$ cat src/rtl/tod_pkg.sv
// Shared digit type and range limits for the twelve-hour time-of-day core.
package tod_pkg;
    localparam int DIGIT_W = 4;
    typedef logic [DIGIT_W-1:0] digit_t;

    localparam digit_t ONES_LAST      = digit_t'(9);
    localparam digit_t MIN_TENS_LAST  = digit_t'(5);
    localparam digit_t HR_TOP_TENS    = digit_t'(1);
    localparam digit_t HR_TOP_ONES    = digit_t'(2);
    localparam digit_t HR_FIRST_ONES  = digit_t'(1);
    localparam digit_t ZERO_DIGIT     = digit_t'(0);
endpackage

$ cat src/rtl/tod_bcd_digit.sv
// One decimal digit that counts 0..LAST and wraps to zero.
// Assumes: inc is a single-cycle step request; LAST is at most 9.
// wrap is combinational and signals that this step rolls the digit over.
module tod_bcd_digit
    import tod_pkg::*;
#(
    parameter digit_t LAST = ONES_LAST
) (
    input  logic   clk,
    input  logic   rst_n,
    input  logic   inc,
    output digit_t q,
    output logic   wrap
);
    // Roll-over indication for the next digit up.
    assign wrap = inc && (q == LAST);

    // Digit register: clear on reset, step or wrap on inc.
    always_ff @(posedge clk) begin
        if (!rst_n)
            q <= ZERO_DIGIT;
        else if (inc)
            q <= wrap ? ZERO_DIGIT : q + digit_t'(1);
    end
endmodule

$ cat src/rtl/tod_minute.sv
// Modulo-60 minute counter built from two decimal digits.
// Assumes: inc is at most one step per cycle. carry is high on the step from 59.
module tod_minute
    import tod_pkg::*;
(
    input  logic   clk,
    input  logic   rst_n,
    input  logic   inc,
    output digit_t tens,
    output digit_t ones,
    output logic   carry
);
    localparam int NDIG = 2;

    digit_t dig_q    [NDIG];
    logic   dig_inc  [NDIG];
    logic   dig_wrap [NDIG];

    // Ripple the step from the ones digit into the tens digit.
    genvar g;
    generate
        for (g = 0; g < NDIG; g++) begin : g_dig
            localparam digit_t LIM = (g == 0) ? ONES_LAST : MIN_TENS_LAST;
            if (g == 0) begin : g_first
                assign dig_inc[g] = inc;
            end else begin : g_rest
                assign dig_inc[g] = dig_wrap[g-1];
            end
            tod_bcd_digit #(.LAST(LIM)) u_digit (
                .clk  (clk),
                .rst_n(rst_n),
                .inc  (dig_inc[g]),
                .q    (dig_q[g]),
                .wrap (dig_wrap[g])
            );
        end
    endgenerate

    assign ones  = dig_q[0];
    assign tens  = dig_q[NDIG-1];
    assign carry = dig_wrap[NDIG-1];
endmodule

$ cat src/rtl/tod_hour.sv
// Twelve-hour counter in BCD: 12, 01, 02 .. 09, 10, 11, 12.
// Assumes: inc is at most one step per cycle; reset value is 12.
module tod_hour
    import tod_pkg::*;
(
    input  logic   clk,
    input  logic   rst_n,
    input  logic   inc,
    output digit_t tens,
    output digit_t ones
);
    digit_t nxt_tens, nxt_ones;
    logic   at_top, at_nine;

    // Next-hour decode: 12 goes to 01, 09 goes to 10, otherwise ones+1.
    always_comb begin
        at_top   = (tens == HR_TOP_TENS) && (ones == HR_TOP_ONES);
        at_nine  = (tens == ZERO_DIGIT) && (ones == ONES_LAST);
        nxt_tens = tens;
        nxt_ones = ones + digit_t'(1);
        if (at_top) begin
            nxt_tens = ZERO_DIGIT;
            nxt_ones = HR_FIRST_ONES;
        end else if (at_nine) begin
            nxt_tens = HR_TOP_TENS;
            nxt_ones = ZERO_DIGIT;
        end
    end

    // Hour registers: reset to 12, step on inc.
    always_ff @(posedge clk) begin
        if (!rst_n) begin
            tens <= HR_TOP_TENS;
            ones <= HR_TOP_ONES;
        end else if (inc) begin
            tens <= nxt_tens;
            ones <= nxt_ones;
        end
    end
endmodule

$ cat src/rtl/tod_ctrl.sv
// Step arbitration: set buttons override the minute strobe.
// Minute carry into the hour is allowed only in normal running.
module tod_ctrl (
    input  logic min_tick,
    input  logic sec_tick,
    input  logic hour_btn,
    input  logic min_btn,
    input  logic min_carry,
    output logic min_inc,
    output logic hr_inc
);
    logic setting;

    // Decide which fields step this cycle.
    always_comb begin
        setting = hour_btn || min_btn;
        min_inc = setting ? (min_btn && sec_tick) : min_tick;
        hr_inc  = (hour_btn && sec_tick) || (!setting && min_carry);
    end
endmodule

$ cat src/rtl/tod_clock12.sv
// Top of the twelve-hour time-of-day core.
// Assumes: strobes are one cycle wide and buttons are already debounced.
module tod_clock12
    import tod_pkg::*;
(
    input  logic               clk,
    input  logic               rst_n,
    input  logic               min_tick,
    input  logic               sec_tick,
    input  logic               hour_btn,
    input  logic               min_btn,
    output logic [DIGIT_W-1:0] hr_tens,
    output logic [DIGIT_W-1:0] hr_ones,
    output logic [DIGIT_W-1:0] mn_tens,
    output logic [DIGIT_W-1:0] mn_ones
);
    logic min_inc, hr_inc, min_carry;

    tod_ctrl u_ctrl (
        .min_tick (min_tick),
        .sec_tick (sec_tick),
        .hour_btn (hour_btn),
        .min_btn  (min_btn),
        .min_carry(min_carry),
        .min_inc  (min_inc),
        .hr_inc   (hr_inc)
    );

    tod_minute u_min (
        .clk  (clk),
        .rst_n(rst_n),
        .inc  (min_inc),
        .tens (mn_tens),
        .ones (mn_ones),
        .carry(min_carry)
    );

    tod_hour u_hr (
        .clk  (clk),
        .rst_n(rst_n),
        .inc  (hr_inc),
        .tens (hr_tens),
        .ones (hr_ones)
    );
endmodule

$ cat config.mk
export PLATFORM = sky130hd
export DESIGN_NAME = tod_clock12
export DESIGN_NICKNAME = d
export VERILOG_FILES = /design/src/rtl/tod_pkg.sv /design/src/rtl/tod_bcd_digit.sv /design/src/rtl/tod_minute.sv /design/src/rtl/tod_hour.sv /design/src/rtl/tod_ctrl.sv /design/src/rtl/tod_clock12.sv
export SDC_FILE = /design/constraint.sdc
export NUM_CORES = 1
export LEC_CHECK = 0
export BUFFER_PORTS_ARGS = -buffer_cell sky130_fd_sc_hd__buf_2
export CAP_MARGIN = 20
export CORE_ASPECT_RATIO = 1.4
export CORE_UTILIZATION = 35
export DETAILED_ROUTE_END_ITERATION = 10
export GPL_TIMING_DRIVEN = 0
export PLACE_DENSITY = 0.55
export RECOVER_POWER = 100
export SLEW_MARGIN = 25
export SYNTH_ARGS = -nofsm -noshare
export SYNTH_HDL_FRONTEND = slang
export SYNTH_SLANG_ARGS = --single-unit
export TNS_END_PERCENT = 30
$ cat constraint.sdc
create_clock -name clk -period 4.4 [get_ports clk]
set_input_delay 0.88 -clock clk [delete_from_list [all_inputs] [get_ports clk]]
set_output_delay 0.88 -clock clk [all_outputs]
set_load 0.05 [all_outputs]
== Yosys cells after proc, flatten, opt, wreduce, memory -nomap -nowiden ==
Cells that the tools add are included.

* Bits of input ports: 6
* Register bits after elaboration: 16
* Output and inout bits: 16

* Multiplexer cells: 7
* Equal/unequal tests: 5
* Reduce and logical (&&, ||, !) cells: 13
* Add/sub/neg operators: 3

{| class="wikitable"
|+ Operator list
! cell !! count
|-
| 4-bit 2-to-1 mux || 6
|-
| 4-bit by 1-bit adder with 4-bit output (second input constant) || 3
|-
| 4-bit equality test (second input constant) || 2
|-
| 1-bit logical AND || 7
|-
| 4-bit by 1-bit equality test with 1-bit output (second input constant) || 1
|-
| 4-bit by 2-bit equality test with 1-bit output (second input constant) || 1
|-
| 4-bit by 3-bit equality test with 1-bit output (second input constant) || 1
|-
| 4-bit logical NOT || 1
|-
| 1-bit logical OR || 2
|-
| 2-bit AND reduction || 1
|-
| 2-bit nonzero test || 1
|-
| 1-bit logical NOT || 1
|-
| 1-bit 2-to-1 mux || 1
|}

== Logic depth before layout (Yosys ltp) ==
Gate-level depths: netlist of the first run.

* Depth in word-level cells: 7
* Gate-level depth with buffers: 6

== Hierarchy ==
A second synthesis of the first run with hierarchy kept.

* Cell total of the unflattened synthesis: 85
* Area, all modules: 750.7 µm²

{| class="wikitable"
|+ By module, submodules not included
! module !! area an instance (µm²) !! cells an instance !! instances
|-
| tod_hour || 297.8 || 34 || 1
|-
| tod_bcd_digit (u_min.g_dig[1].u_digit) || 226.5 || 26 || 1
|-
| tod_bcd_digit (u_min.g_dig[0].u_digit) || 205.2 || 22 || 1
|-
| tod_ctrl || 21.3 || 3 || 1
|}

== Worst setup path before layout of the first run ==
No wires, ideal clock.

* Kind: input-to-reg
* Start point: input min_btn
* End point: register u_min.g_dig[1].u_digit.q[2]
* Arrival time: 1769 ps
* Buffers on the path: 0
* Path slack: 2516 ps
* Stages: 4
* Required time: 4285 ps
* Cells stage by stage: or3b_4 > a21boi_4 > o211ai_1 > and3b_1

* Cells in the longest elaborated chain, start to end: 5

{| class="wikitable"
|+ Ends and longest elaborated chain
! element !! line !! source
|-
| from (decl) || tod_clock12.sv:11 || <nowiki>input logic min_btn,</nowiki>
|-
| 1-bit logical AND / 1-bit logical OR (equally long branches) || tod_ctrl.sv:17, tod_ctrl.sv:16 ||
|-
| 1-bit 2-to-1 mux * || tod_ctrl.sv:17 || <nowiki>min_inc = setting ? (min_btn && sec_tick) : min_tick;</nowiki>
|-
| 1-bit logical AND * || tod_bcd_digit.sv:16 || <nowiki>assign wrap = inc && (q == LAST);</nowiki>
|-
| 1-bit logical AND || tod_bcd_digit.sv:16 ||
|-
| 4-bit 2-to-1 mux || tod_bcd_digit.sv:23 || <nowiki>q <= wrap ? ZERO_DIGIT : q + digit_t'(1);</nowiki>
|-
| to (signal assigned) || tod_bcd_digit.sv:23 ||
|-
| to (decl) || tod_bcd_digit.sv:12 || <nowiki>output digit_t q,</nowiki>
|}

Mark *: on every way between the ends. The rest lies on a longest branch, timed or not.
A chain may end at the register's enable or synchronous reset.

== Final worst setup path of the first run ==
* Start point: input min_btn
* End point: register u_min.g_dig[1].u_digit.q[3]

The elaborated chain is that of the path after synthesis.

==> impl_metrics.csv, run 1 <==
group,metric,value,unit
routing,detail_route.drc_violations,0,
worst_setup_path,timing.critical_path.arrival,2.38,ns
power_and_ir_drop,peakVddDrop,148,uV
clock_tree,cts_max_level,1,
routing,drtAntennaViolNets,0,
cells_and_area,nFillCells,250,
die,fp.dieH,59.5,um
die,ioPinCount,22,
sta,slew_headroom,0.540,
clock_tree,cts.hold.buffers_added,0,
cells_and_area,count_of_antenna_diodes_in_the_layout,0,
grt,globalRouteOverflowTotal,0,
synth,syn_inst,91,
clock_tree,tritoncts,"done",
routing,final_routed_wire_length_divided_by_cell_count,12.5,um
worst_setup_path,slowest_stage_delay_on_critical_path,0.57,ns
die,floorplan.initialDensity,0.375,
clock_tree,cts_buffers,3,
power_and_ir_drop,leakagePower,0.386,nW
cells_and_area,final_common_cell,"sky130_fd_sc_hd__clkbuf_1",
cells_and_area,final_cell_count_no_fill,137,
cells_and_area,area.sequential,260,um^2
routing,via_count,755,
placed_design,globalplace.congestion,0.762,
cells_and_area,nets,129,
placed_design,dpl.hpwl,1.31,mm
flow_run,cap_viol_max_count,0,
status,run_status,"complete, no violations",
sta,hold_viol_final,0,
worst_setup_path,setup.worst_path.class,"in -> reg",
worst_setup_path,cp_data_required_time,4.57,ns
cells_and_area,areaGrowthSynthToFinish,13.5,%
sta,worst_clock_skew,0.00283,ns
grt,first_pass_grt_wire_length,2.70,mm
worst_setup_path,number_of_buffer_and_inverter_instances_along_the_worst_setup_path,1,
power_and_ir_drop,power.density,272,nW/um^2
clock_tree,clock_tree.buffer_depth,2,
die,design.die.area,2560,um^2
sta,tightest_slew,0.685,ns
grt,grt_start_max_net_pins,11,
routing,routed_wirelength,1.71,mm
placed_design,place.port_buffers,18,
clock_tree,clock_latency,0.28,ns
routing,first_pass_iters,4,
sta,setup_viol,0,
clock_tree,clock-sinks,13,
worst_setup_path,crit_path_max_fanout,5,
synth,synth_area_per_cell,9.07,um^2
worst_setup_path,crit_chain,"clkbuf_1, or3b_1, a21boi_0, nand4_1, mux2i_1",
worst_setup_path,critical_path.startpoint_type,"primary input",
sta,final_min_period_over_clock_period,0.503,
die,core.rowCount,20,
sta,finalMaxSlewViolations,0,
cells_and_area,multi_input_area,509,um^2
grt,grt_util_all_layers,0.137,
grt,grt_antenna_before_repair,0,
sta,achievable-frequency,0.452,GHz
sta,setup_tns,0,ns
die,core_region_area,2200,um^2
grt,first_global_vias,642,
synth,post_synth_instance_area,826,um^2
clock_tree,cts.reportedPaths.clkPinSlew,0.08,ns
die,die_w,43.1,um
sta,fin_hold_ws,0.524,ns
worst_setup_path,crit_path_end_kind,"flip-flop",
synth,synthesis.yosys.warnings,0,
routing,detailedRoute.firstIterationViolations,17,
cells_and_area,post_route_cells_drive_above_1_share,0.113,
sta,finalCriticalPeriod,2.21,ns
worst_setup_path,critical-path-slowest-cell,"sky130_fd_sc_hd__a21boi_0",
sta,rsz_0062_raised_after_global_routing,"false",
synth,synth-seq-area-share,0.315,
worst_hold_path,timing.hold.worst.class,"reg -> reg",
synth,ys_seq_elements,13,
worst_setup_path,cp_top_family,"simple AND/OR/NAND/NOR gates",
routing,vias_per_cell,5.51,
placed_design,placed_cells,133,
clock_tree,post_cts_setup_buffers,0,
cells_and_area,top_library_cells_by_usage_in_the_layout_fill_and_taps_aside,"sky130_fd_sc_hd__clkbuf_1, sky130_fd_sc_hd__dfxtp_1, sky130_fd_sc_hd__nand2_1, sky130_fd_sc_hd__ha_1, sky130_fd_sc_hd__nor2_1",
cells_and_area,final_util,0.426,
synth,synth_unique_cells,35,
clock_tree,cts_resized,0,
clock_tree,cts-root-buf,"sky130_fd_sc_hd__clkbuf_4",
power by group:
part	switching (W)	internal [W]
logic	0.0000364	0.0000163
registers	0.00000568	0.000121
clock network	0.0000398	0.0000352
total	0.0000819	0.000173
flip-flops by register name, indices dropped and copies added (netlist names):
name                   count
u_hr.ones                  4
u_hr.tens                  1
u_min.g_dig.u_digit.q      8
logic make-up after synthesis:
kind of cell               share of synthesized area
AOI/OAI and AO/OA                              0.205
adders and majority gates                      0.106
buffers and inverters                         0.0500
DFF                                            0.315
muxes                                         0.0485
other                                        0.00454
and+or+nand+nor                                0.271
cell type report:
class	instances	share of cell area
tap	22	0.0294
sequential	13	0.278
inverter	4	0.0160
multi-input combinational	72	0.543
clock buffer	4	0.0280
buffer	4	0.0280
timing repair buffer	18	0.0774
synthesized netlist by cell type:
cell type	count	share of area
sky130_fd_sc_hd__nor3b_2	1	0.015
sky130_fd_sc_hd__nor2b_1	4	0.030
sky130_fd_sc_hd__ha_1	7	0.11
sky130_fd_sc_hd__nor3b_1	2	0.018
sky130_fd_sc_hd__or3_1	1	0.0076
sky130_fd_sc_hd__a21boi_1	1	0.0091
sky130_fd_sc_hd__mux2i_1	4	0.048
sky130_fd_sc_hd__a211oi_1	2	0.018
sky130_fd_sc_hd__nand2_1	10	0.045
sky130_fd_sc_hd__a32oi_2	1	0.020
sky130_fd_sc_hd__conb_1	1	0.0045
sky130_fd_sc_hd__or3b_4	1	0.014
sky130_fd_sc_hd__buf_4	3	0.027
sky130_fd_sc_hd__nand3_1	2	0.012
sky130_fd_sc_hd__nand4bb_1	1	0.014
sky130_fd_sc_hd__a32o_1	1	0.012
sky130_fd_sc_hd__o21a_1	3	0.027
sky130_fd_sc_hd__o211ai_1	1	0.0091
sky130_fd_sc_hd__clkbuf_1	1	0.0045
sky130_fd_sc_hd__and3b_2	1	0.012
sky130_fd_sc_hd__and4bb_2	1	0.015
sky130_fd_sc_hd__nor4bb_1	2	0.024
sky130_fd_sc_hd__dfxtp_1	13	0.32
sky130_fd_sc_hd__a31o_2	1	0.011
sky130_fd_sc_hd__o22ai_1	1	0.0076
sky130_fd_sc_hd__o21ai_0	3	0.018
sky130_fd_sc_hd__a21boi_0	1	0.0091
sky130_fd_sc_hd__nor2_1	6	0.027
sky130_fd_sc_hd__a21oi_1	5	0.030
sky130_fd_sc_hd__a21boi_4	1	0.023
sky130_fd_sc_hd__or2_1	1	0.0076
sky130_fd_sc_hd__o311ai_0	1	0.011
sky130_fd_sc_hd__inv_1	4	0.018
sky130_fd_sc_hd__nand4_1	1	0.0076
sky130_fd_sc_hd__and3b_1	2	0.021
per-layer routing:
metal  track usage  vias to the layer above  share of wire
met5             0                        -              0
met4        0.0649                        0          0.015
met3        0.0213                        5          0.042
met2         0.249                       16           0.51
met1         0.155                      364           0.44
li1              -                      370              -
final timing paths:
kind / startpoint / end / slack, ns / cells past startpoint
worst min register to register: u_min.g_dig[0].u_digit.q[3] / u_min.g_dig[0].u_digit.q[3] / 0.52 / 2
worst min-delay path: u_min.g_dig[0].u_digit.q[3] / u_min.g_dig[0].u_digit.q[3] / 0.52 / 2
worst max register to register: u_min.g_dig[0].u_digit.q[0] / u_min.g_dig[1].u_digit.q[3] / 2.36 / 5
worst max-delay path: min_btn / u_min.g_dig[1].u_digit.q[3] / 2.19 / 5
worst min-delay path, stage by stage, from the launching register on:
cell	delay (ns)
sky130_fd_sc_hd__dfxtp_1	0.35
sky130_fd_sc_hd__nand2_1	0.07
sky130_fd_sc_hd__o22ai_1	0.06
per-stage QoR:
stage	power (W)	instance area [um^2]	setup WS, ns
3_3_place_gp	0.000184	951	2.36
2_1_floorplan	0.000171	833	2.52
6_report	0.000255	937	2.19
5_1_grt	0.000268	937	2.13
4_1_cts	0.000258	977	2.49
3_5_place_dp	0.000185	951	2.32
Note: power is estimated with default switching activity, not from simulation.
==> run 2, diff against run 1 <==
==> constraint.sdc (replaced) <==
create_clock -name clk -period 2.05 [get_ports clk]
set_input_delay 0.41 -clock clk [delete_from_list [all_inputs] [get_ports clk]]
set_output_delay 0.41 -clock clk [all_outputs]
set_load 0.05 [all_outputs]
==> run 2 against run 1 <==
Register-to-register slack lost 2.2 ns. First-iteration DRC count shrank 18%. Critical endpoint unchanged. Clock skew is essentially flat. Global-route usage is the same. Combinational power grew 120%. Worst setup slack lost 2.0 ns. Total power grew 110%. Critical path depth is the same. Non-clock buffer count is the same. Clock power grew 110%.
==> impl_metrics.csv, run 2 (synthesized netlist as in run 1, its figures left out) <==
group,metric,value,unit
power_and_ir_drop,p_int,0.000371,W
die,design.die.area,2560,um^2
sta,setup_viol,0,
clock_tree,cts.reportedPaths.clkPinSlew,0.08,ns
status,run_status,"complete, no violations",
die,fp.dieH,59.5,um
cells_and_area,top_library_cells_by_usage_in_the_layout_fill_and_taps_aside,"sky130_fd_sc_hd__clkbuf_1, sky130_fd_sc_hd__dfxtp_1, sky130_fd_sc_hd__nand2_1, sky130_fd_sc_hd__ha_1, sky130_fd_sc_hd__nor2_1",
worst_setup_path,ff2ff_path_depth,5,
sta,worst_clock_skew,0.00240,ns
sta,final_min_period_over_clock_period,0.903,
worst_setup_path,critical_path.startpoint,"u_min.g_dig[0].u_digit.q[0]",
grt,grt_util_all_layers,0.137,
placed_design,dpl.hpwl,1.31,mm
cells_and_area,nets,129,
power_and_ir_drop,switching_power_of_the_nets,0.000176,W
power_and_ir_drop,power.share.sequential,0.499,
routing,detail_route.drc_violations,0,
routing,first_pass_iters,3,
worst_hold_path,timing.hold.worst.class,"in -> reg",
sta,rsz_0062_raised_after_global_routing,"false",
worst_setup_path,setup.worst_path.class,"reg -> reg",
flow_run,cap_viol_max_count,0,
clock_tree,cts-root-buf,"sky130_fd_sc_hd__clkbuf_4",
power_and_ir_drop,leakagePower,0.391,nW
routing,vias_per_cell,5.39,
routing,drtAntennaViolNets,0,
die,core.rowCount,20,
worst_setup_path,timing.critical_path.arrival,2.02,ns
placed_design,place.port_buffers,18,
routing,final_routed_wire_length_divided_by_cell_count,12.1,um
worst_hold_path,hold_depth,2,
worst_setup_path,cp_data_required_time,2.22,ns
grt,grt_start_max_net_pins,11,
sta,hold_viol_final,0,
clock_tree,tritoncts,"done",
worst_setup_path,r2r-start,"u_min.g_dig[0].u_digit.q[0]",
clock_tree,post_cts_setup_buffers,0,
cells_and_area,final_common_cell,"sky130_fd_sc_hd__clkbuf_1",
power_and_ir_drop,power.density,579,nW/um^2
sta,slew_headroom,0.601,
clock_tree,clock-sinks,13,
sta,finalCriticalPeriod,1.85,ns
worst_setup_path,critical_path.startpoint_type,"flip-flop",
cells_and_area,post_route_cells_drive_above_1_share,0.122,
sta,tightest_slew,0.602,ns
die,core_region_area,2200,um^2
sta,fin_hold_ws,0.465,ns
routing,routed_wirelength,1.66,mm
cells_and_area,areaGrowthSynthToFinish,14.4,%
die,floorplan.initialDensity,0.375,
cells_and_area,biggestRegsByFlops,"u_min.g_dig.u_digit.q x8, u_hr.ones x4, u_hr.tens x1",
routing,via_count,739,
clock_tree,clock_tree.buffer_depth,2,
placed_design,globalplace.congestion,0.762,
power_and_ir_drop,switching_share,0.321,
clock_tree,cts_max_level,1,
grt,first_global_vias,642,
sta,setup_ws,0.198,ns
worst_hold_path,worst_hold_start,"rst_n",
grt,first_pass_grt_wire_length,2.70,mm
sta,setup_tns,0,ns
grt,globalRouteOverflowTotal,0,
placed_design,pre_cts_ws,0.334,ns
die,die_w,43.1,um
power_and_ir_drop,peakVddDrop,319,uV
worst_setup_path,crit_path_end_kind,"flip-flop",
cells_and_area,final_util,0.429,
sta,finalMaxSlewViolations,0,
clock_tree,clock_latency,0.27,ns
clock_tree,cts_resized,0,
die,ioPinCount,22,
worst_setup_path,crit_path_max_fanout,6,
power_and_ir_drop,combinationalPowerShare,0.208,
grt,grt_antenna_before_repair,0,
cells_and_area,count_of_antenna_diodes_in_the_layout,0,
clock_tree,cts.hold.buffers_added,0,
clock_tree,cts_buffers,3,
cells_and_area,largest_register_ffs,8,
power_and_ir_drop,clock_power_share,0.294,
cells_and_area,largest_register,"u_min.g_dig.u_digit.q",
sta,achievable-frequency,0.540,GHz
routing,detailedRoute.firstIterationViolations,14,
## run 2: layer usage
metal	GRT usage	part of all wire
met5	0	0
met2	0.249	0.51
met1	0.155	0.44
met4	0.0649	0.014
met3	0.0213	0.040
## run 2: worst max-delay path, stage by stage, from the launching register on
cell and delay, ns:
sky130_fd_sc_hd__dfxtp_1 0.44, sky130_fd_sc_hd__ha_1 0.22, sky130_fd_sc_hd__and3b_1 0.30, sky130_fd_sc_hd__a21boi_1 0.45
sky130_fd_sc_hd__nand4_1 0.19, sky130_fd_sc_hd__mux2i_1 0.15
## run 2: metrics by stage
stage / instances / instance area (um^2) / total power [W]
6_report: 137 / 945 / 0.000547
5_1_grt: 137 / 945 / 0.000575
4_1_cts: 137 / 977 / 0.000554
3_5_place_dp: 133 / 951 / 0.000397
3_3_place_gp: 133 / 951 / 0.000396
2_1_floorplan: 93 / 833 / 0.000368
## run 2: final timing paths
kind,to,slack [ns]
worst max-delay path,u_min.g_dig[1].u_digit.q[3],0.20
worst min register to register,u_min.g_dig[0].u_digit.q[3],0.52
worst max register to register,u_min.g_dig[1].u_digit.q[3],0.20
worst min-delay path,u_hr.ones[3],0.46
## run 2: cell type report
class	count	area [um^2]
Fill cell	248	1260
Buffer	4	26.3
Inverter	4	15.0
Timing Repair Buffer	18	72.6
Tap cell	22	27.5
Clock buffer	4	26.3
Sequential cell	13	260
Multi-Input combinational cell	72	517
## run 2: power by group through the flow
stage	combinational [W]	sequential, W	clock [W]
2_1_floorplan	0.0000633	0.000305	0
3_3_place_gp	0.000117	0.000278	0
3_5_place_dp	0.000119	0.000278	0
4_1_cts	0.000119	0.000273	0.000163
5_1_grt	0.000125	0.000274	0.000177
6_report	0.000114	0.000273	0.000161
==> run 3, diff against run 2 <==
--- a/config.mk
+++ b/config.mk
@@ -10,7 +10,6 @@
 export CORE_ASPECT_RATIO = 1.4
 export CORE_UTILIZATION = 35
 export DETAILED_ROUTE_END_ITERATION = 10
-export GPL_TIMING_DRIVEN = 0
 export PLACE_DENSITY = 0.55
 export RECOVER_POWER = 100
 export SLEW_MARGIN = 25
==> run 3 against run 2 <==
Sequential share of layout area up 0.41 points. Die area is the same. Clock skew rose by 0.0041 ns. Critical endpoint is now u_hr.ones[3]. Worst setup slack improved by 0.13 ns. Total power fell by 1.2%. Global-route usage increased by 0.72 points. Design area fell by 1.5%. Combinational power hardly changed. Hold slack improved by 0.021 ns.
==> impl_metrics.csv, run 3 (synthesized netlist as in run 1, its figures left out) <==
group,metric,value,unit
die,core_region_area,2200,um^2
status,run_status,"complete, no violations",
sta,worst_clock_skew,0.00652,ns
cells_and_area,final_common_cell,"sky130_fd_sc_hd__clkbuf_1",
die,fp.dieH,59.5,um
grt,first_global_vias,625,
clock_tree,cts.hold.buffers_added,0,
sta,tightest_slew,0.616,ns
worst_setup_path,crit_chain,"ha_1, and3b_1, a32oi_2, or3_1, a21boi_1",
worst_setup_path,timing.critical_path.arrival,1.93,ns
sta,achievable-frequency,0.582,GHz
routing,routed_wirelength,1.66,mm
worst_hold_path,timing.hold.worst.class,"in -> reg",
cells_and_area,post_route_cells_drive_above_1_share,0.117,
cells_and_area,largest_register,"u_min.g_dig.u_digit.q",
die,core.rowCount,20,
sta,hold_viol_final,0,
grt,globalRouteOverflowTotal,0,
worst_setup_path,critical-path-slowest-cell,"sky130_fd_sc_hd__dfxtp_1",
cells_and_area,biggestRegsByFlops,"u_min.g_dig.u_digit.q x8, u_hr.ones x4, u_hr.tens x1",
power_and_ir_drop,power.density,580,nW/um^2
worst_setup_path,setup.worst_path.class,"reg -> reg",
grt,grt_util_all_layers,0.144,
clock_tree,post_cts_setup_buffers,0,
grt,first_pass_grt_wire_length,2.74,mm
routing,via_count,718,
cells_and_area,largest_register_ffs,8,
cells_and_area,top_library_cells_by_usage_in_the_layout_fill_and_taps_aside,"sky130_fd_sc_hd__clkbuf_1, sky130_fd_sc_hd__dfxtp_1, sky130_fd_sc_hd__nand2_1, sky130_fd_sc_hd__ha_1, sky130_fd_sc_hd__nor2_1",
placed_design,placed_area,925,um^2
grt,grt_start_max_net_pins,18,
clock_tree,cts-root-buf,"sky130_fd_sc_hd__clkbuf_4",
routing,detailedRoute.firstIterationViolations,16,
sta,finalMaxSlewViolations,0,
worst_setup_path,crit_path_end_kind,"flip-flop",
die,ioPinCount,22,
power_and_ir_drop,power.total,0.000540,W
clock_tree,clock_tree.buffer_depth,2,
placed_design,globalplace.congestion,0.745,
sta,slew_headroom,0.591,
worst_setup_path,slowest_stage_delay_on_critical_path,0.42,ns
sta,setup_tns,0,ns
sta,final_min_period_over_clock_period,0.839,
worst_setup_path,crit_path_max_fanout,7,
worst_setup_path,cp_data_required_time,2.26,ns
cells_and_area,nets,125,
die,floorplan.initialDensity,0.375,
clock_tree,tritoncts,"done",
routing,first_pass_iters,4,
die,die_w,43.1,um
routing,drtAntennaViolNets,0,
worst_setup_path,critical_path.startpoint_type,"flip-flop",
placed_design,dpl.hpwl,1.26,mm
clock_tree,cts_resized,0,
die,design.die.area,2560,um^2
clock_tree,cts_buffers,3,
clock_tree,cts_max_level,1,
cells_and_area,finalInstanceArea,931,um^2
cells_and_area,count_of_antenna_diodes_in_the_layout,0,
grt,grt_antenna_before_repair,0,
clock_tree,clock-sinks,13,
routing,final_routed_wire_length_divided_by_cell_count,12.5,um
sta,setup_viol,0,
placed_design,place.port_buffers,18,
cells_and_area,final_util,0.423,
routing,detail_route.drc_violations,0,
power_and_ir_drop,peakVddDrop,416,uV
flow_run,cap_viol_max_count,0,
power_and_ir_drop,leakagePower,0.377,nW
clock_tree,clock_latency,0.27,ns
sta,rsz_0062_raised_after_global_routing,"false",
sta,finalCriticalPeriod,1.72,ns
clock_tree,cts.reportedPaths.clkPinSlew,0.08,ns
routing,vias_per_cell,5.40,
cells_and_area,areaGrowthSynthToFinish,12.7,%
## run 3: changes by cell type in the layout (fill, tap and decap cells not counted)
| cell | before | now |
|---|---|---|
| sky130_fd_sc_hd__a21boi_0 | 2 | 1 |
| sky130_fd_sc_hd__a21boi_4 | 0 | 1 |
| sky130_fd_sc_hd__buf_2 | 4 | 5 |
| sky130_fd_sc_hd__buf_4 | 3 | 0 |
| sky130_fd_sc_hd__clkbuf_1 | 16 | 14 |
## run 3: worst paths after layout
kind	from	to	slack (ns)	cells past startpoint
hold / removal	rst_n	u_hr.tens[0]	0.49	2
setup reg to reg	u_min.g_dig[0].u_digit.q[0]	u_hr.ones[3]	0.33	5
setup / recovery	u_min.g_dig[0].u_digit.q[0]	u_hr.ones[3]	0.33	5
hold reg to reg	u_min.g_dig[1].u_digit.q[3]	u_min.g_dig[1].u_digit.q[3]	0.51	2
## run 3: report_power, final
group          switching [W]  total [W]  internal [W]
clock network      0.0000822   0.000158     0.0000753
logic              0.0000793   0.000111     0.0000315
registers          0.0000114   0.000272      0.000261
total               0.000173   0.000540      0.000367
## run 3: layout make-up
| cell class | instances | area [um^2] |
|---|---|---|
| Inverter | 4 | 15.0 |
| Timing Repair Buffer | 18 | 73.8 |
| Tap cell | 22 | 27.5 |
| Sequential cell | 13 | 260 |
| Multi-Input combinational cell | 72 | 528 |
| Fill cell | 238 | 1270 |
| Clock buffer | 4 | 26.3 |
## run 3: through the flow
stage | cells | hold WS (ns) | setup slack, ns
final | 133 | 0.486 | 0.331
after global routing | 133 | 0.506 | 0.137
after CTS | 133 | 0.479 | 0.345
after detailed placement | 129 | 0.503 | 0.353
after global placement | 129 | 0.491 | 0.384
after floorplan | 93 | 0.550 | 0.167
## run 3: metal layers
layer | global-route usage | wire length, um | vias to the layer above
met5 | 0 | 0 | -
met2 | 0.236 | 816 | 17
met4 | 0.0909 | 19 | 0
li1 | - | - | 363
met1 | 0.178 | 757 | 336
met3 | 0.0183 | 70 | 2
## run 3: critical path, delay by kind of cell (launching register included)
kind,cells,cell delay (ns)
AND/OR/NAND/NOR,2,0.67
flip-flops,1,0.42
AO/OA/AOI/OAI,2,0.36
adder cells (fa/ha/maj),1,0.20
